==> config.mk <==
export PLATFORM = sky130hd
export DESIGN_NAME = rsmp_nco_top
export DESIGN_NICKNAME = d
export VERILOG_FILES = /design/src/rtl/rsmp_pkg.sv /design/src/rtl/rsmp_ofs_loader.sv /design/src/rtl/rsmp_phase_acc.sv /design/src/rtl/rsmp_rate_div.sv /design/src/rtl/rsmp_nco_top.sv
export SDC_FILE = /design/constraint.sdc
export NUM_CORES = 1
export LEC_CHECK = 0
export ABC_AREA = 1
export BUFFER_PORTS_ARGS = -buffer_cell sky130_fd_sc_hd__buf_2
export CORE_UTILIZATION = 50
export CTS_CLUSTER_DIAMETER = 50
export CTS_CLUSTER_SIZE = 30
export DETAILED_ROUTE_END_ITERATION = 6
export HOLD_SLACK_MARGIN = 0.15
export PLACE_DENSITY = 0.68
export SYNTH_ARGS = -nofsm -noshare
export SYNTH_HDL_FRONTEND = slang
export SYNTH_SLANG_ARGS = --single-unit
==> constraint.sdc <==
create_clock -name clk -period 5.6 [get_ports clk]
set_input_delay 0.28 -clock clk [delete_from_list [all_inputs] [get_ports clk]]
set_output_delay 0.28 -clock clk [all_outputs]
set_load 0.01 [all_outputs]
==> src/rtl/rsmp_pkg.sv <==
package rsmp_pkg;
  localparam int ACC_W_D = 32;  // phase accumulator width
  localparam int WIN_W_D = 5;   // exported phase window width
  localparam int TOP_W_D = 8;   // upper bits the window may slide over
  localparam int DIV_W_D = 13;  // divisor width, holds 1..4096

  typedef enum logic {
    SRC_SAMPLE = 1'b0,
    SRC_CARRY  = 1'b1
  } div_src_e;
endpackage

==> src/rtl/rsmp_ofs_loader.sv <==
module rsmp_ofs_loader #(
  parameter int ACC_W = 32
) (
  input  logic             clk,
  input  logic             rst_n,
  input  logic             sen,
  input  logic             sdata,
  input  logic             sync,
  output logic [ACC_W-1:0] ofs_word
);
  logic [ACC_W-1:0] stage_q, stage_d;
  logic [ACC_W-1:0] ofs_q, ofs_d;
  logic             sync_q;

  always_comb begin
    stage_d = stage_q;
    if (sen) stage_d = {stage_q[ACC_W-2:0], sdata};
    ofs_d = ofs_q;
    if (sync_q) ofs_d = stage_q;
  end

  always_ff @(posedge clk or negedge rst_n) begin
    if (!rst_n) begin
      stage_q <= '0;
      ofs_q   <= '0;
      sync_q  <= 1'b0;
    end else begin
      stage_q <= stage_d;
      ofs_q   <= ofs_d;
      sync_q  <= sync;
    end
  end

  assign ofs_word = ofs_q;


  ofs_only_on_sync_chk: assert property (@(posedge clk) disable iff (!rst_n)
    !$stable(ofs_q) |-> $past(sync_q));
endmodule

==> src/rtl/rsmp_phase_acc.sv <==
module rsmp_phase_acc #(
  parameter int ACC_W = 32,
  parameter int WIN_W = 5,
  parameter int TOP_W = 8,
  localparam int NWIN  = TOP_W - WIN_W + 1,
  localparam int SEL_W = (NWIN > 1) ? $clog2(NWIN) : 1
) (
  input  logic             clk,
  input  logic             rst_n,
  input  logic             adv,
  input  logic [ACC_W-1:0] cf_word,
  input  logic [ACC_W-1:0] ofs_word,
  input  logic [SEL_W-1:0] win_sel,
  output logic             carry,
  output logic [WIN_W-1:0] phase_win
);
  logic [ACC_W-1:0] acc_q, acc_d;
  logic             carry_q, carry_d;
  logic [ACC_W:0]   step_sum;
  logic [ACC_W:0]   nxt_sum;
  logic [WIN_W-1:0] win_arr [NWIN];

  always_comb begin
    step_sum = {1'b0, cf_word} + {1'b0, ofs_word};
    nxt_sum  = {1'b0, acc_q} + {1'b0, step_sum[ACC_W-1:0]};
    acc_d    = acc_q;
    carry_d  = 1'b0;
    if (adv) begin
      acc_d   = nxt_sum[ACC_W-1:0];
      carry_d = nxt_sum[ACC_W] | step_sum[ACC_W];
    end
  end

  always_ff @(posedge clk or negedge rst_n) begin
    if (!rst_n) begin
      acc_q   <= '0;
      carry_q <= 1'b0;
    end else begin
      acc_q   <= acc_d;
      carry_q <= carry_d;
    end
  end

  for (genvar g = 0; g < NWIN; g++) begin : g_win
    assign win_arr[g] = acc_q[ACC_W-1-g -: WIN_W];
  end

  assign phase_win = win_arr[win_sel];
  assign carry     = carry_q;


  carry_after_step_chk: assert property (@(posedge clk) disable iff (!rst_n)
    carry_q |-> $past(adv));

  hold_without_sample_chk: assert property (@(posedge clk) disable iff (!rst_n)
    !adv |=> $stable(acc_q));
endmodule

==> src/rtl/rsmp_rate_div.sv <==
module rsmp_rate_div #(
  parameter int DIV_W = 13,
  localparam int CNT_W = DIV_W - 1
) (
  input  logic             clk,
  input  logic             rst_n,
  input  logic             evt,
  input  logic [DIV_W-1:0] div_value,
  output logic             dec_stb
);
  logic [CNT_W-1:0] cnt_q, cnt_d;
  logic             stb_q, stb_d;
  logic [DIV_W-1:0] div_eff;
  logic             term;

  always_comb begin
    div_eff = (div_value == '0) ? DIV_W'(1) : div_value;
    term    = ({1'b0, cnt_q} + DIV_W'(1)) >= div_eff;
    cnt_d   = cnt_q;
    stb_d   = 1'b0;
    if (evt) begin
      if (term) begin
        cnt_d = '0;
        stb_d = 1'b1;
      end else begin
        cnt_d = cnt_q + CNT_W'(1);
      end
    end
  end

  always_ff @(posedge clk or negedge rst_n) begin
    if (!rst_n) begin
      cnt_q <= '0;
      stb_q <= 1'b0;
    end else begin
      cnt_q <= cnt_d;
      stb_q <= stb_d;
    end
  end

  assign dec_stb = stb_q;


  strobe_from_event_chk: assert property (@(posedge clk) disable iff (!rst_n)
    stb_q |-> $past(evt));

  count_below_div_chk: assert property (@(posedge clk) disable iff (!rst_n)
    $stable(div_value) && evt |=> ({1'b0, cnt_q} < div_eff));
endmodule

==> src/rtl/rsmp_nco_top.sv <==
module rsmp_nco_top
  import rsmp_pkg::*;
#(
  parameter int ACC_W = ACC_W_D,
  parameter int WIN_W = WIN_W_D,
  parameter int TOP_W = TOP_W_D,
  parameter int DIV_W = DIV_W_D,
  localparam int NWIN  = TOP_W - WIN_W + 1,
  localparam int SEL_W = (NWIN > 1) ? $clog2(NWIN) : 1
) (
  input  logic             clk,
  input  logic             rst_n,
  input  logic             gated_mode,
  input  logic             samp_en,
  input  logic             cfw_wr,
  input  logic [ACC_W-1:0] cfw_data,
  input  logic             ofs_sen,
  input  logic             ofs_sdata,
  input  logic             ofs_sync,
  input  logic             nco_mode,
  input  logic [DIV_W-1:0] div_value,
  input  logic [SEL_W-1:0] win_sel,
  output logic             carry_stb,
  output logic [WIN_W-1:0] phase_win,
  output logic             dec_stb
);
  logic [1:0]       rst_pipe_q;
  logic             rst_n_s;
  logic [ACC_W-1:0] cf_q, cf_d;
  logic [ACC_W-1:0] ofs_word;
  logic             qual;
  logic             carry;
  logic             div_evt;
  div_src_e         src;

  always_ff @(posedge clk or negedge rst_n) begin
    if (!rst_n) rst_pipe_q <= 2'b00;
    else        rst_pipe_q <= {rst_pipe_q[0], 1'b1};
  end
  assign rst_n_s = rst_pipe_q[1];

  always_comb begin
    cf_d = cf_q;
    if (cfw_wr) cf_d = cfw_data;
  end

  always_ff @(posedge clk or negedge rst_n_s) begin
    if (!rst_n_s) cf_q <= '0;
    else          cf_q <= cf_d;
  end

  assign qual    = gated_mode ? samp_en : 1'b1;
  assign src     = div_src_e'(nco_mode);
  assign div_evt = (src == SRC_CARRY) ? carry : qual;

  rsmp_ofs_loader #(.ACC_W(ACC_W)) ofs_i (
    .clk(clk), .rst_n(rst_n_s), .sen(ofs_sen), .sdata(ofs_sdata),
    .sync(ofs_sync), .ofs_word(ofs_word)
  );

  rsmp_phase_acc #(.ACC_W(ACC_W), .WIN_W(WIN_W), .TOP_W(TOP_W)) acc_i (
    .clk(clk), .rst_n(rst_n_s), .adv(qual), .cf_word(cf_q),
    .ofs_word(ofs_word), .win_sel(win_sel), .carry(carry),
    .phase_win(phase_win)
  );

  rsmp_rate_div #(.DIV_W(DIV_W)) div_i (
    .clk(clk), .rst_n(rst_n_s), .evt(div_evt), .div_value(div_value),
    .dec_stb(dec_stb)
  );

  assign carry_stb = carry;


  cf_write_chk: assert property (@(posedge clk) disable iff (!rst_n_s)
    cfw_wr |=> (cf_q == $past(cfw_data)));

  idle_after_reset_chk: assert property (@(posedge clk)
    !rst_n_s |-> (!carry_stb && !dec_stb));
endmodule

# == After elaboration in Yosys (flattened, before gate mapping) ==
# Index checks and enable logic that the tools add are counted.
# word_totals
ff_bits,145
in_bits,56
out_inout_bits,7
word_cells,28
# classes
n_addsub,4
magnitude_cmp,2
mux,10
n_bitwise,2
n_reduce_logical,1
# ops
operator,n
adder 32 x 32 -> 33 bit,2
"adder 12 x 1 -> 13 bit, second input constant",1
greater-or-equal comparator 13 bit,1
zero test 13 bit,1
2-to-1 mux 13 bit,1
"adder 12 x 1 -> 12 bit, second input constant",1
2-to-1 mux 12 bit,1
binary-select mux 5 bit (select 2 bit),1
2-to-1 mux 5 bit,2
2-to-1 mux 1 bit,5
"greater-or-equal comparator 3 bit, second input constant",1
NOT 2 -> 3 bit,1
OR 1 bit,1

# == Logic depth before layout (Yosys ltp) ==
# depth
ltp_word,5
depth_mapped,26
ltp_nobuf,26

# == Hierarchy ==
# A second synthesis with hierarchy kept.
# unflattened
hier_cells,1626
area_unflattened_um2,11076.9
# by_module_without_submodules
module,n_inst,cells_each,area_each_um2,seq_area_each_um2
rsmp_phase_acc,1,1029,5795.6,825.8
rsmp_ofs_loader,1,273,2571.2,1626.6
rsmp_nco_top,1,144,1490.2,850.8
rsmp_rate_div,1,180,1219.9,325.3

# == Least setup slack after synthesis ==
# OpenSTA, ideal clock, no wires.
# synth_timing
path_kind,register to register
from,"reg ofs_i.ofs_q[0], in the netlist ofs_i.ofs_word[0]"
to,reg acc_i.acc_q[27]
setup_time_ns,0.117
t_arrival_ns,2.761
required_time_ns,5.483
setup_slack_ns,2.722
stages_incl_launch_ff,24
n_path_buf,0
period_less_slack_ns,2.878
path_cell_list,dfrtp_1 > ha_1 > inv_1 > fa_1 > inv_1 > nand3_1 > nand2_1 > nand2_1 > nand2_1 > nand2_1 > nand2_1 > nand4_1 > nand3_1 > nand2_1 > ha_1 > nand2_1 > nor2_1 > inv_1 > nor3_1 > nand2_1 > nand2_1 > nand2_1 > nand3_1 > nand2_1
# synth_via
elab_chain_cells,2
# synth_rtl
item,line_no,source
"start, declared",rsmp_ofs_loader.sv:12,"logic [ACC_W-1:0] ofs_q, ofs_d;"
"start signal, assigned",rsmp_ofs_loader.sv:29,ofs_q <= ofs_d;
adder 32 x 32 -> 33 bit,rsmp_phase_acc.sv:24,"step_sum = {1'b0, cf_word} + {1'b0, ofs_word};"
adder 32 x 32 -> 33 bit,rsmp_phase_acc.sv:25,"nxt_sum = {1'b0, acc_q} + {1'b0, step_sum[ACC_W-1:0]};"
"end signal, assigned",rsmp_phase_acc.sv:36,acc_q <= '0;
"end signal, assigned",rsmp_phase_acc.sv:39,acc_q <= acc_d;
"end, declared",rsmp_phase_acc.sv:17,"logic [ACC_W-1:0] acc_q, acc_d;"
# Every way passes these cells.
# A chain may end at the register's enable or synchronous reset.

# == Final worst setup path ==
# layout_timing
from,"reg ofs_i.ofs_q[0], in the netlist ofs_i.ofs_word[0]"
to,reg acc_i.acc_q[24]
# The elaborated chain is that of the path after synthesis.

==> flow_summary.ini <==
[synth]
synthTopCellsByCount = nand2_1 (449), inv_1 (205), dfrtp_1 (145)
ys_warn_count = 0
synth_edf_count = 0
synthArstFlopShare = 1.00
ys_types = 41
ys_ff_latch = 145
synth_area_leader_cell = dfrtp_1
synthMostInstantiatedCell = nand2_1
yosysSeqAreaShare = 0.346
synthFlopType = dfrtp_1
netlist_area_um2 = 10500
syn_inst = 1459
post_synth.cell_area_avg_um2 = 7.18
yosys-top-cells-area = dfrtp_1 (35%), nand2_1 (16%), ha_1 (9.3%)
synth_top_area_share = 0.346
synth_nets = 1595

[timing]
setup_viol = 0
slew_violations = 0
tns_ns = 0
fin_skew_ns = 0.0133
hold_viol_final = 0
worst_slew_pin_slew_ns = 0.927
whs_ns = 0.195
grt_setup_unrepaired = false
final.min_clock_period_ns = 3.65
slew_headroom = 0.382
max_freq_mhz = 274
fin_crit_sh = 0.652

[floorplan]
core-area_um2 = 20400
die_y_um = 147
start_util = 0.514
pin_count = 63
die_w_um = 147
dieArea_um2 = 21500
rows = 52

[cells_and_area]
fin_util = 0.592
nets = 1692
syn2layout_area_growth_pct = 15.1
drive_gt1_frac = 0.119
diodes = 0

[critical_path]
regToRegSetupSlack_ns = 1.95
critPathKind = register to register
start_kind = register
r2r-start = ofs_i.ofs_word[0]
critPathBufInv = 3
crit_slowest_cell = fa_1
r2r_end = acc_i.acc_q[24]
cp.required_ns = 5.91
end_kind = register
crit_top_cell = nand2_1
r2r_cells = 23
max_stage_delay_ns = 0.40
cp_max_fo = 5
setup.worst_path.start = ofs_i.ofs_word[0]
worstPathCellList = ha_1 > inv_1 > fa_1 > inv_1 > nand3_1 > nand2_1 > nand2_1 > nand2_1 > nand3_1 > nand2_1 > nand3_1 > nand3_1 > nand2_1 > ha_1 > nand2_1 > nor2_1 > nand2_1 > inv_1 > nand3_1 > nand3_1 > nand2_1 > nand3_1 > nand2_1
cp.arrival_ns = 3.96
cp_top_family = simple AND/OR/NAND/NOR gates

[clock_tree]
ctsHoldBuffers = 36
cts_resized = 0
clock-sinks = 145
post_cts_buffers = 0
clock_latency_ns = 0.43
htreeDepth = 4
clk_path_buf_depth = 2
numCtsBuffers = 17
clockRootBuffer = clkbuf_16
cts_tree = built
clkTransAtPathRegs_ns = 0.07

[global_route]
grt_pass1_vias = 9116
overflow = 0
grtUsageTotal = 0.261
grt_max_degree = 66
antenna_found_initial = 0
grt_pass1_wl_um = 44600

[power]
power.density_nw_per_um2 = 553
ir_drop_mv = 0.255
power.total_mw = 6.67
p_leak_nw = 6.36

[detailed_routing]
via_count = 9356
vias_per_cell = 5.09
totalWireLength_um = 26400
drtIter0Drc = 526
drt_pass1_iterations = 5
routedWlPerCell_um = 14.4
ant_nets = 0
drc = 0

[place]
io_buffers = 62
dp_hpwl_um = 20300
gp_congestion = 0.936

[outcome]
outcome = finished clean

[flow_run]
cap_violations = 0

[min_path]
hold_path_class = register to asynchronous set/reset pin
layer usage:
| layer | share of wire | track usage | wire length, µm | vias to the layer above |
|---|---|---|---|---|
| met3 | 0.039 | 0.0450 | 1040 | 26 |
| met1 | 0.50 | 0.370 | 13200 | 4283 |
| met4 | 0.014 | 0.0646 | 379 | 0 |
| met2 | 0.44 | 0.412 | 11700 | 183 |
| met5 | 0 | 0 | 0 | - |
| li1 | - | - | - | 4864 |
final cells by class:
cell class              count  area [µm²]
repair buffers            102         701
clock buffers              17         425
flip-flops and latches    145        3630
clock inverters            15         209
fillers                  1939        8310
multi-input cells        1079        5960
well taps                 270         338
inverters                 211         792
per-stage QoR:
step	setup WS, ns	cells	cell area (µm²)
finish	1.95	1839	12100
global placement	2.03	1771	11100
floorplan	1.26	1459	10500
detailed placement	2.02	1771	11100
global route	1.71	1839	12100
CTS	2.00	1839	12100
worst register-to-register path: stages, from the launching register on:
cell and delay [ns]:
dfrtp_1 0.35, ha_1 0.19, inv_1 0.08, fa_1 0.40, inv_1 0.08, nand3_1 0.07, nand2_1 0.12, nand2_1 0.06
nand2_1 0.11, nand3_1 0.09, nand2_1 0.17, nand3_1 0.15, nand3_1 0.10, nand2_1 0.07, ha_1 0.40, nand2_1 0.15
nor2_1 0.25, nand2_1 0.09, inv_1 0.13, nand3_1 0.17, nand3_1 0.13, nand2_1 0.05, nand3_1 0.06, nand2_1 0.07
cell usage in the layout (no fill, tap or decap), types with 4 or more instances in the layout:
cell,n
a21o_1,6
a21oi_1,101
buf_2,62
buf_4,4
clkbuf_16,17
dfrtp_1,144
dlygate4sd3_1,36
ha_1,78
inv_1,205
inv_2,4
inv_6,7
mux2_2,46
nand2_1,449
nand2_2,16
nand3_1,67
nand3_2,7
nand3b_1,6
nand4_1,16
nor2_1,127
nor2_2,6
nor3_1,11
nor4_1,4
o21ai_0,56
o21ai_1,12
o21bai_1,9
xnor2_1,14
xor2_1,24
state kept, by name, indices dropped and copies added (netlist names):
signal	count
rst_pipe_q	2
div_i.cnt_q	12
ofs_i.stage_q	32
cf_q	32
div_i.dec_stb	1
acc_i.acc_q	32
ofs_i.ofs_word	32
ofs_i.sync_q	1
acc_i.carry	1
where the power goes:
group | switching, mW | leakage (nW) | internal [mW] | total [mW]
sequential | 0.202 | 1.71 | 1.32 | 1.52
clock | 0.531 | 0.309 | 0.725 | 1.26
combinational | 2.50 | 4.34 | 1.39 | 3.89
total | 3.24 | 6.36 | 3.43 | 6.67
cell families (layout without fill, tap and decap cells):
logic type                 after synthesis  count (layout)  synth area share
and+or+nand+nor                        718             718             0.288
adders and majority gates               80              80            0.0970
DFF                                    145             145             0.346
muxes                                   49              49            0.0523
buffers and inverters                  235             345            0.0854
xor gates and xnor gates                38              38            0.0318
AOI/OAI and AO/OA                      193             193            0.0991
other                                    1               1          0.000358
worst max path at each step:
stage	endpoint	slack (ns)	cells past startpoint
floorplan	acc_i.acc_q[0]	1.26	0
global placement	acc_i.acc_q[24]	2.03	23
detailed placement	acc_i.acc_q[24]	2.02	23
CTS	acc_i.acc_q[24]	2.00	23
global route	acc_i.acc_q[24]	1.71	23
finish	acc_i.acc_q[24]	1.95	23
No activity file was read; power rests on OpenSTA's default activity.
